`src/rtl/nalu_pkg.sv`:
```
package nalu_pkg;

  typedef enum logic [4:0] {
    OP_AND_I  = 5'd0,
    OP_AND_M  = 5'd1,
    OP_OR_I   = 5'd2,
    OP_OR_M   = 5'd3,
    OP_XOR_I  = 5'd4,
    OP_XOR_M  = 5'd5,
    OP_RORC   = 5'd6,
    OP_NOTA   = 5'd7,
    OP_INC_R  = 5'd8,
    OP_INC_HL = 5'd9,
    OP_INC_D  = 5'd10,
    OP_DEC_R  = 5'd11,
    OP_CMP_RI = 5'd12,
    OP_CMP_MI = 5'd13,
    OP_CMP_AM = 5'd14,
    OP_CMP_AR = 5'd15,
    OP_SETC   = 5'd16,
    OP_CLRC   = 5'd17,
    OP_CPLC   = 5'd18,
    OP_TSTC   = 5'd19
  } op_e;

  // base machine cycles before any skip cost
  function automatic logic [1:0] f_base_cycles(input logic [4:0] code);
    case (code)
      5'd0, 5'd2, 5'd4, 5'd7, 5'd9, 5'd10, 5'd12, 5'd13, 5'd15: f_base_cycles = 2'd2;
      default: f_base_cycles = 2'd1;
    endcase
  endfunction

  function automatic logic f_is_acc_op(input logic [4:0] code);
    f_is_acc_op = (code <= 5'd7);
  endfunction

  function automatic logic f_is_mem_step(input logic [4:0] code);
    f_is_mem_step = (code == 5'd9) || (code == 5'd10);
  endfunction

  function automatic logic f_is_cmp(input logic [4:0] code);
    f_is_cmp = (code >= 5'd12) && (code <= 5'd15);
  endfunction

endpackage

```
`src/rtl/nalu_logic_unit.sv`:
```
module nalu_logic_unit
  import nalu_pkg::*;
#(
  parameter int W = 4
) (
  input  logic [4:0]   code,
  input  logic [W-1:0] acc,
  input  logic [W-1:0] mem,
  input  logic [W-1:0] imm,
  input  logic         cy,
  output logic [W-1:0] res,
  output logic         cy_n
);
  logic [W-1:0] opnd;

  // odd codes in the logic group take the memory nibble
  assign opnd = code[0] ? mem : imm;

  always_comb begin
    res  = acc;
    cy_n = cy;
    case (code)
      OP_AND_I, OP_AND_M: res = acc & opnd;
      OP_OR_I,  OP_OR_M:  res = acc | opnd;
      OP_XOR_I, OP_XOR_M: res = acc ^ opnd;
      OP_RORC: begin
        res  = {cy, acc[W-1:1]};
        cy_n = acc[0];
      end
      OP_NOTA: res = ~acc;
      default: res = acc;
    endcase
  end
endmodule

```
`src/rtl/nalu_step_unit.sv`:
```
module nalu_step_unit #(
  parameter int W = 4
) (
  input  logic [W-1:0] opnd,
  input  logic         down,
  output logic [W-1:0] res,
  output logic         wrap
);
  logic [W:0] ext;

  // wrap is the carry or borrow out of the extended adder
  always_comb begin
    if (down) ext = {1'b0, opnd} - {{W{1'b0}}, 1'b1};
    else      ext = {1'b0, opnd} + {{W{1'b0}}, 1'b1};
  end

  assign res  = ext[W-1:0];
  assign wrap = ext[W];
endmodule

```
`src/rtl/nalu_cmp_unit.sv`:
```
module nalu_cmp_unit #(
  parameter int W = 4
) (
  input  logic [W-1:0] lhs,
  input  logic [W-1:0] rhs,
  output logic         eq
);
  logic [W-1:0] bit_eq;

  for (genvar g = 0; g < W; g++) begin : g_bit
    assign bit_eq[g] = ~(lhs[g] ^ rhs[g]);
  end

  assign eq = &bit_eq;
endmodule

```
`src/rtl/nalu_cycle_unit.sv`:
```
module nalu_cycle_unit
  import nalu_pkg::*;
#(
  parameter int CYC_W  = 4,
  parameter int SLEN_W = 2
) (
  input  logic [4:0]        code,
  input  logic              skip,
  input  logic [SLEN_W-1:0] slen,
  output logic [CYC_W-1:0]  cycles
);
  logic [CYC_W-1:0] base_ext;
  logic [CYC_W-1:0] extra;

  assign base_ext = CYC_W'(f_base_cycles(code));
  assign extra    = skip ? CYC_W'(slen) : '0;
  assign cycles   = base_ext + extra;
endmodule

```
`src/rtl/nalu_core.sv`:
```
module nalu_core
  import nalu_pkg::*;
#(
  parameter int W      = 4,
  parameter int CYC_W  = 4,
  parameter int SLEN_W = 2
) (
  input  logic              clk,
  input  logic              rst_n,
  input  logic              op_valid,
  input  logic [4:0]        op_code,
  input  logic [W-1:0]      acc_in,
  input  logic [W-1:0]      reg_in,
  input  logic [W-1:0]      mem_rd,
  input  logic [W-1:0]      imm,
  input  logic              cy_in,
  input  logic [SLEN_W-1:0] skip_len,
  output logic              res_valid,
  output logic [W-1:0]      acc_out,
  output logic              acc_we,
  output logic [W-1:0]      reg_out,
  output logic              reg_we,
  output logic [W-1:0]      mem_wd,
  output logic              mem_we,
  output logic              cy_out,
  output logic              skip,
  output logic [CYC_W-1:0]  cycles
);
  // named internal events, observed by the checker
  logic [W-1:0]     logic_res;
  logic             logic_cy;
  logic [W-1:0]     step_in;
  logic [W-1:0]     step_res;
  logic             step_down;
  logic             step_wrap;
  logic [W-1:0]     cmp_lhs;
  logic [W-1:0]     cmp_rhs;
  logic             cmp_eq;
  logic [CYC_W-1:0] cyc_n;

  logic [W-1:0] acc_n, reg_n, mem_n;
  logic         acc_we_n, reg_we_n, mem_we_n, cy_n, skip_n;

  nalu_logic_unit #(.W(W)) i_logic (
    .code (op_code),
    .acc  (acc_in),
    .mem  (mem_rd),
    .imm  (imm),
    .cy   (cy_in),
    .res  (logic_res),
    .cy_n (logic_cy)
  );

  assign step_down = (op_code == OP_DEC_R);
  assign step_in   = f_is_mem_step(op_code) ? mem_rd : reg_in;

  nalu_step_unit #(.W(W)) i_step (
    .opnd (step_in),
    .down (step_down),
    .res  (step_res),
    .wrap (step_wrap)
  );

  always_comb begin
    case (op_code)
      OP_CMP_RI: begin cmp_lhs = reg_in; cmp_rhs = imm;    end
      OP_CMP_MI: begin cmp_lhs = mem_rd; cmp_rhs = imm;    end
      OP_CMP_AM: begin cmp_lhs = acc_in; cmp_rhs = mem_rd; end
      default:   begin cmp_lhs = acc_in; cmp_rhs = reg_in; end
    endcase
  end

  nalu_cmp_unit #(.W(W)) i_cmp (
    .lhs (cmp_lhs),
    .rhs (cmp_rhs),
    .eq  (cmp_eq)
  );

  always_comb begin
    acc_n    = acc_in;
    reg_n    = reg_in;
    mem_n    = mem_rd;
    cy_n     = cy_in;
    acc_we_n = 1'b0;
    reg_we_n = 1'b0;
    mem_we_n = 1'b0;
    skip_n   = 1'b0;
    if (f_is_acc_op(op_code)) begin
      acc_n    = logic_res;
      cy_n     = logic_cy;
      acc_we_n = 1'b1;
    end else if (f_is_cmp(op_code)) begin
      skip_n = cmp_eq;
    end else begin
      case (op_code)
        OP_INC_R, OP_DEC_R: begin
          reg_n    = step_res;
          reg_we_n = 1'b1;
          skip_n   = step_wrap;
        end
        OP_INC_HL, OP_INC_D: begin
          mem_n    = step_res;
          mem_we_n = 1'b1;
          skip_n   = step_wrap;
        end
        OP_SETC: cy_n   = 1'b1;
        OP_CLRC: cy_n   = 1'b0;
        OP_CPLC: cy_n   = ~cy_in;
        OP_TSTC: skip_n = cy_in;
        default: ;
      endcase
    end
  end

  nalu_cycle_unit #(.CYC_W(CYC_W), .SLEN_W(SLEN_W)) i_cyc (
    .code   (op_code),
    .skip   (skip_n),
    .slen   (skip_len),
    .cycles (cyc_n)
  );

  always_ff @(posedge clk or negedge rst_n) begin
    if (!rst_n) begin
      res_valid <= 1'b0;
      acc_out   <= '0;
      reg_out   <= '0;
      mem_wd    <= '0;
      acc_we    <= 1'b0;
      reg_we    <= 1'b0;
      mem_we    <= 1'b0;
      cy_out    <= 1'b0;
      skip      <= 1'b0;
      cycles    <= '0;
    end else begin
      res_valid <= op_valid;
      acc_we    <= op_valid & acc_we_n;
      reg_we    <= op_valid & reg_we_n;
      mem_we    <= op_valid & mem_we_n;
      skip      <= op_valid & skip_n;
      if (op_valid) begin
        acc_out <= acc_n;
        reg_out <= reg_n;
        mem_wd  <= mem_n;
        cy_out  <= cy_n;
        cycles  <= cyc_n;
      end
    end
  end
endmodule

```
`config.mk`:
```
export PLATFORM = sky130hd
export DESIGN_NAME = nalu_core
export DESIGN_NICKNAME = d
export VERILOG_FILES = /design/src/rtl/nalu_pkg.sv /design/src/rtl/nalu_logic_unit.sv /design/src/rtl/nalu_step_unit.sv /design/src/rtl/nalu_cmp_unit.sv /design/src/rtl/nalu_cycle_unit.sv /design/src/rtl/nalu_core.sv
export SDC_FILE = /design/constraint.sdc
export NUM_CORES = 1
export LEC_CHECK = 0
export BUFFER_PORTS_ARGS = -buffer_cell sky130_fd_sc_hd__clkbuf_2
export CAP_MARGIN = 30
export CORE_AREA = 2 2 63 65
export CTS_BUF_LIST = sky130_fd_sc_hd__clkbuf_4
export DETAILED_ROUTE_END_ITERATION = 10
export DIE_AREA = 0 0 65 67
export HOLD_SLACK_MARGIN = 0.02
export PLACE_DENSITY = 0.8
export SETUP_SLACK_MARGIN = 0.05
export SYNTH_ARGS = -nofsm -noshare
export SYNTH_HDL_FRONTEND = slang
export SYNTH_SLANG_ARGS = --single-unit
```
`constraint.sdc`:
```
create_clock -name clk -period 0.9 [get_ports clk]
set_input_delay 0.135 -clock clk [delete_from_list [all_inputs] [get_ports clk]]
set_output_delay 0.135 -clock clk [all_outputs]
set_load 0.005 [all_outputs]
```
==> summary.md, run 1 <==
| Metric | Value |
|---|---|
| Mapped Cells | `239` |
| Top-Level Pins | `49` |
| Post-synth ARST share | `100%` |
| Dpl cell area | `2730 um2` |
| Yosys cell types | `51` |
| Initial antenna violation count | `0` |
| Yosys reg bits | `21` |
| Post-synthesis sequential area ratio | `between 20% and 30%` |
| Stop err | `[ERROR DPL-0033] detailed placement checks failed during check placement.` |
| Initial Utilization | `around 54%` |
| Clock sink count | `21` |
| H-tree lvl count | `1` |
| Die W | `65 um` |
| Fail Step | `global routing (5_1_grt)` |
| Vert. Die Dim | `67 um` |
| Port-buffer cells | `47` |
| Num CTS Buffers | `3` |
| Synthesized cell area | `1960 um2` |
| Detailed placement HPWL | `4.74 mm` |
| Clock Tree Buf Depth | `2` |
| Synthesized Nets | `between 200 and 300` |
| Yosys warning count | `0` |
| GRT worst endpoint | `cycles[1]$_DFFE_PN0P_/D` |
| Worst endpoint pin kind | `register input` |
| Placer Congestion | `0.933` |
| Pin count of the biggest net entering global routing | `22` |
| Avg Synthesized Cell Area | `just over 8 um2` |
| Status | `did not finish` |
| Clk root buf | `clkbuf_4` |
| Top_reg_cell synth | `dfrtp_1` |
| EDFF count, synth | `0` |
| Core Rows | `22` |
logic make-up after synthesis:
| kind of cell | count (synthesis) | share of synthesized area, % |
|---|---|---|
| other cells | 1 | 0.191 |
| xor+xnor | 5 | 2.23 |
| buf+inv | 36 | 8.67 |
| mux | 13 | 6.82 |
| compound gates | 69 | 24.1 |
| fa+ha+maj | 19 | 12.9 |
| flops | 21 | 26.8 |
| simple gates | 75 | 18.3 |
synth_stat cells, types with 5 or more instances:
| cell | n | area share, % |
|---|---|---|
| inv_1 | 19 | 3.6 |
| clkbuf_1 | 7 | 1.3 |
| a22oi_1 | 5 | 1.9 |
| nand2_1 | 21 | 4.0 |
| a21oi_1 | 21 | 5.4 |
| nor2_1 | 26 | 5.0 |
| ha_1 | 17 | 11 |
| dfrtp_1 | 21 | 27 |
| o21ai_0 | 7 | 1.8 |
| mux2i_1 | 10 | 5.1 |
what timing repair did:
item | 4_1_cts
pin swaps | 21
setup endpoints to repair | 39
gates resized for setup | 50
endpoints found under the hold margin | 21
buffers inserted | 30
hold buffers | 1
per-stage QoR:
step | TNS (ns) | worst slack [ns] | hold slack [ns] | utilization (%) | instances
CTS | -19.14 | -2.03 | 0.142 | 88.9 | 415
global placement | -21.11 | -2.30 | 0.118 | 75.7 | 380
detailed placement | -22.24 | -2.44 | 0.122 | 75.7 | 380
floorplan | -18.02 | -2.24 | -0.161 | - | 239
==> run 2: changes to the inputs <==
--- a/config.mk
+++ b/config.mk
@@ -7,13 +7,10 @@
 export LEC_CHECK = 0
 export BUFFER_PORTS_ARGS = -buffer_cell sky130_fd_sc_hd__clkbuf_2
 export CAP_MARGIN = 30
-export CORE_AREA = 2 2 63 65
-export CTS_BUF_LIST = sky130_fd_sc_hd__clkbuf_4
+export CORE_AREA = 2 2 74 76
 export DETAILED_ROUTE_END_ITERATION = 10
-export DIE_AREA = 0 0 65 67
-export HOLD_SLACK_MARGIN = 0.02
-export PLACE_DENSITY = 0.8
-export SETUP_SLACK_MARGIN = 0.05
+export DIE_AREA = 0 0 76 78
+export PLACE_DENSITY_LB_ADDON = 0.15
 export SYNTH_ARGS = -nofsm -noshare
 export SYNTH_HDL_FRONTEND = slang
 export SYNTH_SLANG_ARGS = --single-unit
==> summary.md, run 2 <==
| Metric | Value |
|---|---|
| Status | `finished, violations left` |
| Failing checks | `negative setup slack` |
| Vias in the first global route | `1917` |
| Area leader, netlist | `dfrtp_1` |
| Clk_lat worst skew | `0.25 ns` |
| Total track usage | `19.2%` |
| Most frequent cells after synthesis | `26 x nor2_1, 21 x a21oi_1, 21 x dfrtp_1, 21 x nand2_1, 19 x inv_1` |
| Reg clk slew, reported paths | `0.07 ns` |
| Clock sink count | `21 (unchanged)` |
| Fin cells | `between 400 and 500` |
| Minimum hold slack | `roughly 0.28 ns` |
| Multi-input logic area | `1520 um2` |
| Core region area | `5040 um2` |
| GR peak layer | `met2` |
| Placer Congestion | `0.812 (-13%)` |
| Most frequent cells in the layout | `69 x buf_4, 44 x clkbuf_2, 23 x nor2_1, 21 x dfrtp_1` |
| Mux contribution to synthesized area | `6.82% (unchanged)` |
| Flop-to-flop setup slack | `about 0.070 ns` |
| Top-Level Pins | `49 (unchanged)` |
| Register area | `between 500 and 600 um2` |
| Post-synth ARST share | `100% (unchanged)` |
| Post-synthesis compound-gate area fraction | `24.1% (unchanged)` |
| Num CTS Buffers | `3 (unchanged)` |
| Synthesized cell area | `1960 um2 (unchanged)` |
| Routed wire per std cell | `13.7 um` |
| Clk root buf | `clkbuf_8` |
| Largest family of logic cells by synthesized area | `compound AO/OA/AOI/OAI gates` |
| Setup CP Type | `input port to flip-flop` |
| Area delta synth->final | `63.1%` |
| Core Rows | `26 (+18%)` |
| Yosys cell types | `51 (unchanged)` |
| Setup crit end kind | `flip-flop` |
| Pleak | `1.59 nW` |
| Final nets | `403` |
| Avg Synthesized Cell Area | `8.21 um2 (unchanged)` |
| Vert. Die Dim | `78 um (+16%)` |
| Diode count | `0` |
| Worst Path Required | `between 1 and 1.5 ns` |
| Synth area leaders | `dfrtp_1 27%, ha_1 11%, a21oi_1 5.4%` |
| Final Hold Viols | `0` |
| Power density cells | `between 900 and 1000 nW/um2` |
| Min-delay src | `mem_rd[2]` |
| Top_reg_cell synth | `dfrtp_1` |
| Top Registers | `acc_out (4), mem_wd (4), reg_out (4)` |
| Setup Skew | `0 ns` |
| Most frequent cell after synthesis | `nor2_1` |
| First-pass GRT wire length | `9.27 mm` |
| Share of cells above drive strength 1 | `around half` |
| Initial Utilization | `38.9% (-15 points)` |
| CP Max Fanout | `4` |
| Drt total wl | `~5.8 mm` |
| DR pass1 iterations | `4` |
| RSZ-0062 raised after global routing | `true` |
| Yosys reg bits | `21 (unchanged)` |
| Port-buffer cells | `47 (unchanged)` |
| Post-route DRC | `0` |
| Yosys warning count | `0 (unchanged)` |
| Xor and xnor fraction of the mapped netlist area | `2.23% (unchanged)` |
| Max_cap viols | `0` |
| Commonest non-fill, non-tap cell in the layout | `buf_4` |
| Crit share post-route | `331%` |
| Post-layout min period | `a little under 3 ns` |
| Setup TNS | `-16.24 ns` |
| Clock Tree Buf Depth | `2 (unchanged)` |
| Startpoint Class | `input port` |
| Vias | `2123` |
| F_max | `336 MHz` |
| Top-area cell type share of the netlist area | `26.8% (unchanged)` |
| EDFF count, synth | `0 (unchanged)` |
| Post-Synth Simple-Gate Area | `18.3% (unchanged)` |
| Final setup margin | `-2.07 ns` |
| Worst min-delay path category | `input port to flip-flop` |
| # setup viols final | `18` |
| H-tree lvl count | `1 (unchanged)` |
| GR Layer Usage met3 | `roughly 1.9%` |
| Die ar. | `5930 um2` |
| Mapped Cells | `239 (unchanged)` |
| Synthesized Nets | `285 (unchanged)` |
| Synth Area in Adders | `12.9% (unchanged)` |
| Fin. max-slew vios | `0` |
| Die W | `76 um (+17%)` |
| Met1 usage | `27.5%` |
| Pin count of the biggest net entering global routing | `22` |
| Filler Cell Count | `444` |
| Critical path arrival | `3.12 ns` |
| Starting DRT DRC Count | `139` |
| TritonCTS clock tree | `built` |
| Initial antenna violation count | `0` |
| Worst Setup SP | `op_code[1]` |
| Detailed placement HPWL | `4.54 mm (-4.1%)` |
| Worst R2R Start | `reg_out[3]` |
| GRT overflow | `0` |
| Remaining antenna violation count after routing | `0` |
| Placed insts | `398 (+4.7%)` |
| GRT met2 Usage | `31.0%` |
| Post-synthesis sequential area ratio | `26.8% (unchanged)` |
| DR vias/cell | `4.98` |
| Worst VDD drop | `377 uV` |
## run 2: cell counts after synthesis
Identical to the previous run, type by type.
## run 2: critical path, cell delays in order
cell     delay [ns]
buf_8          0.10
buf_6          0.11
ha_4           0.16
o21ai_4        0.22
mux2i_4        0.29
fa_2           0.27
nor2b_4        0.05
o21a_1         0.16
or3_1          0.31
a31oi_1        0.20
o31ai_2        0.12
and2_4         0.18
ha_4           0.15
fa_2           0.40
mux2_2         0.26
## run 2: repair_timing
action	4_1_cts	5_1_grt
endpoints found under the hold margin	21	0
gates resized for setup	24	32
buffers inserted	4	19
gates cloned	0	0
hold buffers	1	0
setup endpoints to repair	18	36
pin swaps	12	11
## run 2: worst paths after layout
check | endpoint | cells past startpoint
min reg2reg | cycles[1] | 1
min in group asynchronous | acc_we | 3
max reg2reg | reg_out[3] | 3
max in group asynchronous | reg_out[2] | 3
max | cycles[1] | 15
min | mem_wd[2] | 4
## run 2: routing by layer
layer  vias to the layer above  routed length (um)
met5                         -                   0
met4                         0                  57
met3                         4                 336
met2                        67                2770
met1                       976                2650
li1                       1076                   -
## run 2: logic make-up after synthesis
group	Yosys count
xor+xnor	5
compound gates	69
fa+ha+maj	19
simple gates	75
mux	13
other cells	1
buf+inv	36
flops	21
## run 2: area by class of cell
| type | instances | area share (%) |
|---|---|---|
| Multi-Input combinational cell | 182 | 47.4 |
| Timing Repair Buffer | 130 | 29.6 |
| Sequential cell | 21 | 16.4 |
| Tap cell | 70 | 2.74 |
| Inverter | 19 | 2.46 |
| Clock buffer | 4 | 1.41 |
## run 2: through the flow
step | worst slack [ns] | total power, mW | util (%) | instance area, um2
after floorplan | -2.24 | 1.66 | - | 2090
after global placement | -2.37 | 2.11 | 53.8 | 2720
after detailed placement | -2.47 | 2.13 | 53.8 | 2720
after CTS | -2.04 | 2.81 | 57.9 | 2920
after global routing | -2.21 | 3.17 | 63.5 | 3200
final | -2.07 | 2.98 | 63.5 | 3200
## run 2: report_power, final
part	internal, mW	switching, mW
combinational	0.698	0.607
sequential	1.03	0.0382
clock	0.315	0.291
No activity file was read; power rests on OpenSTA's default activity.
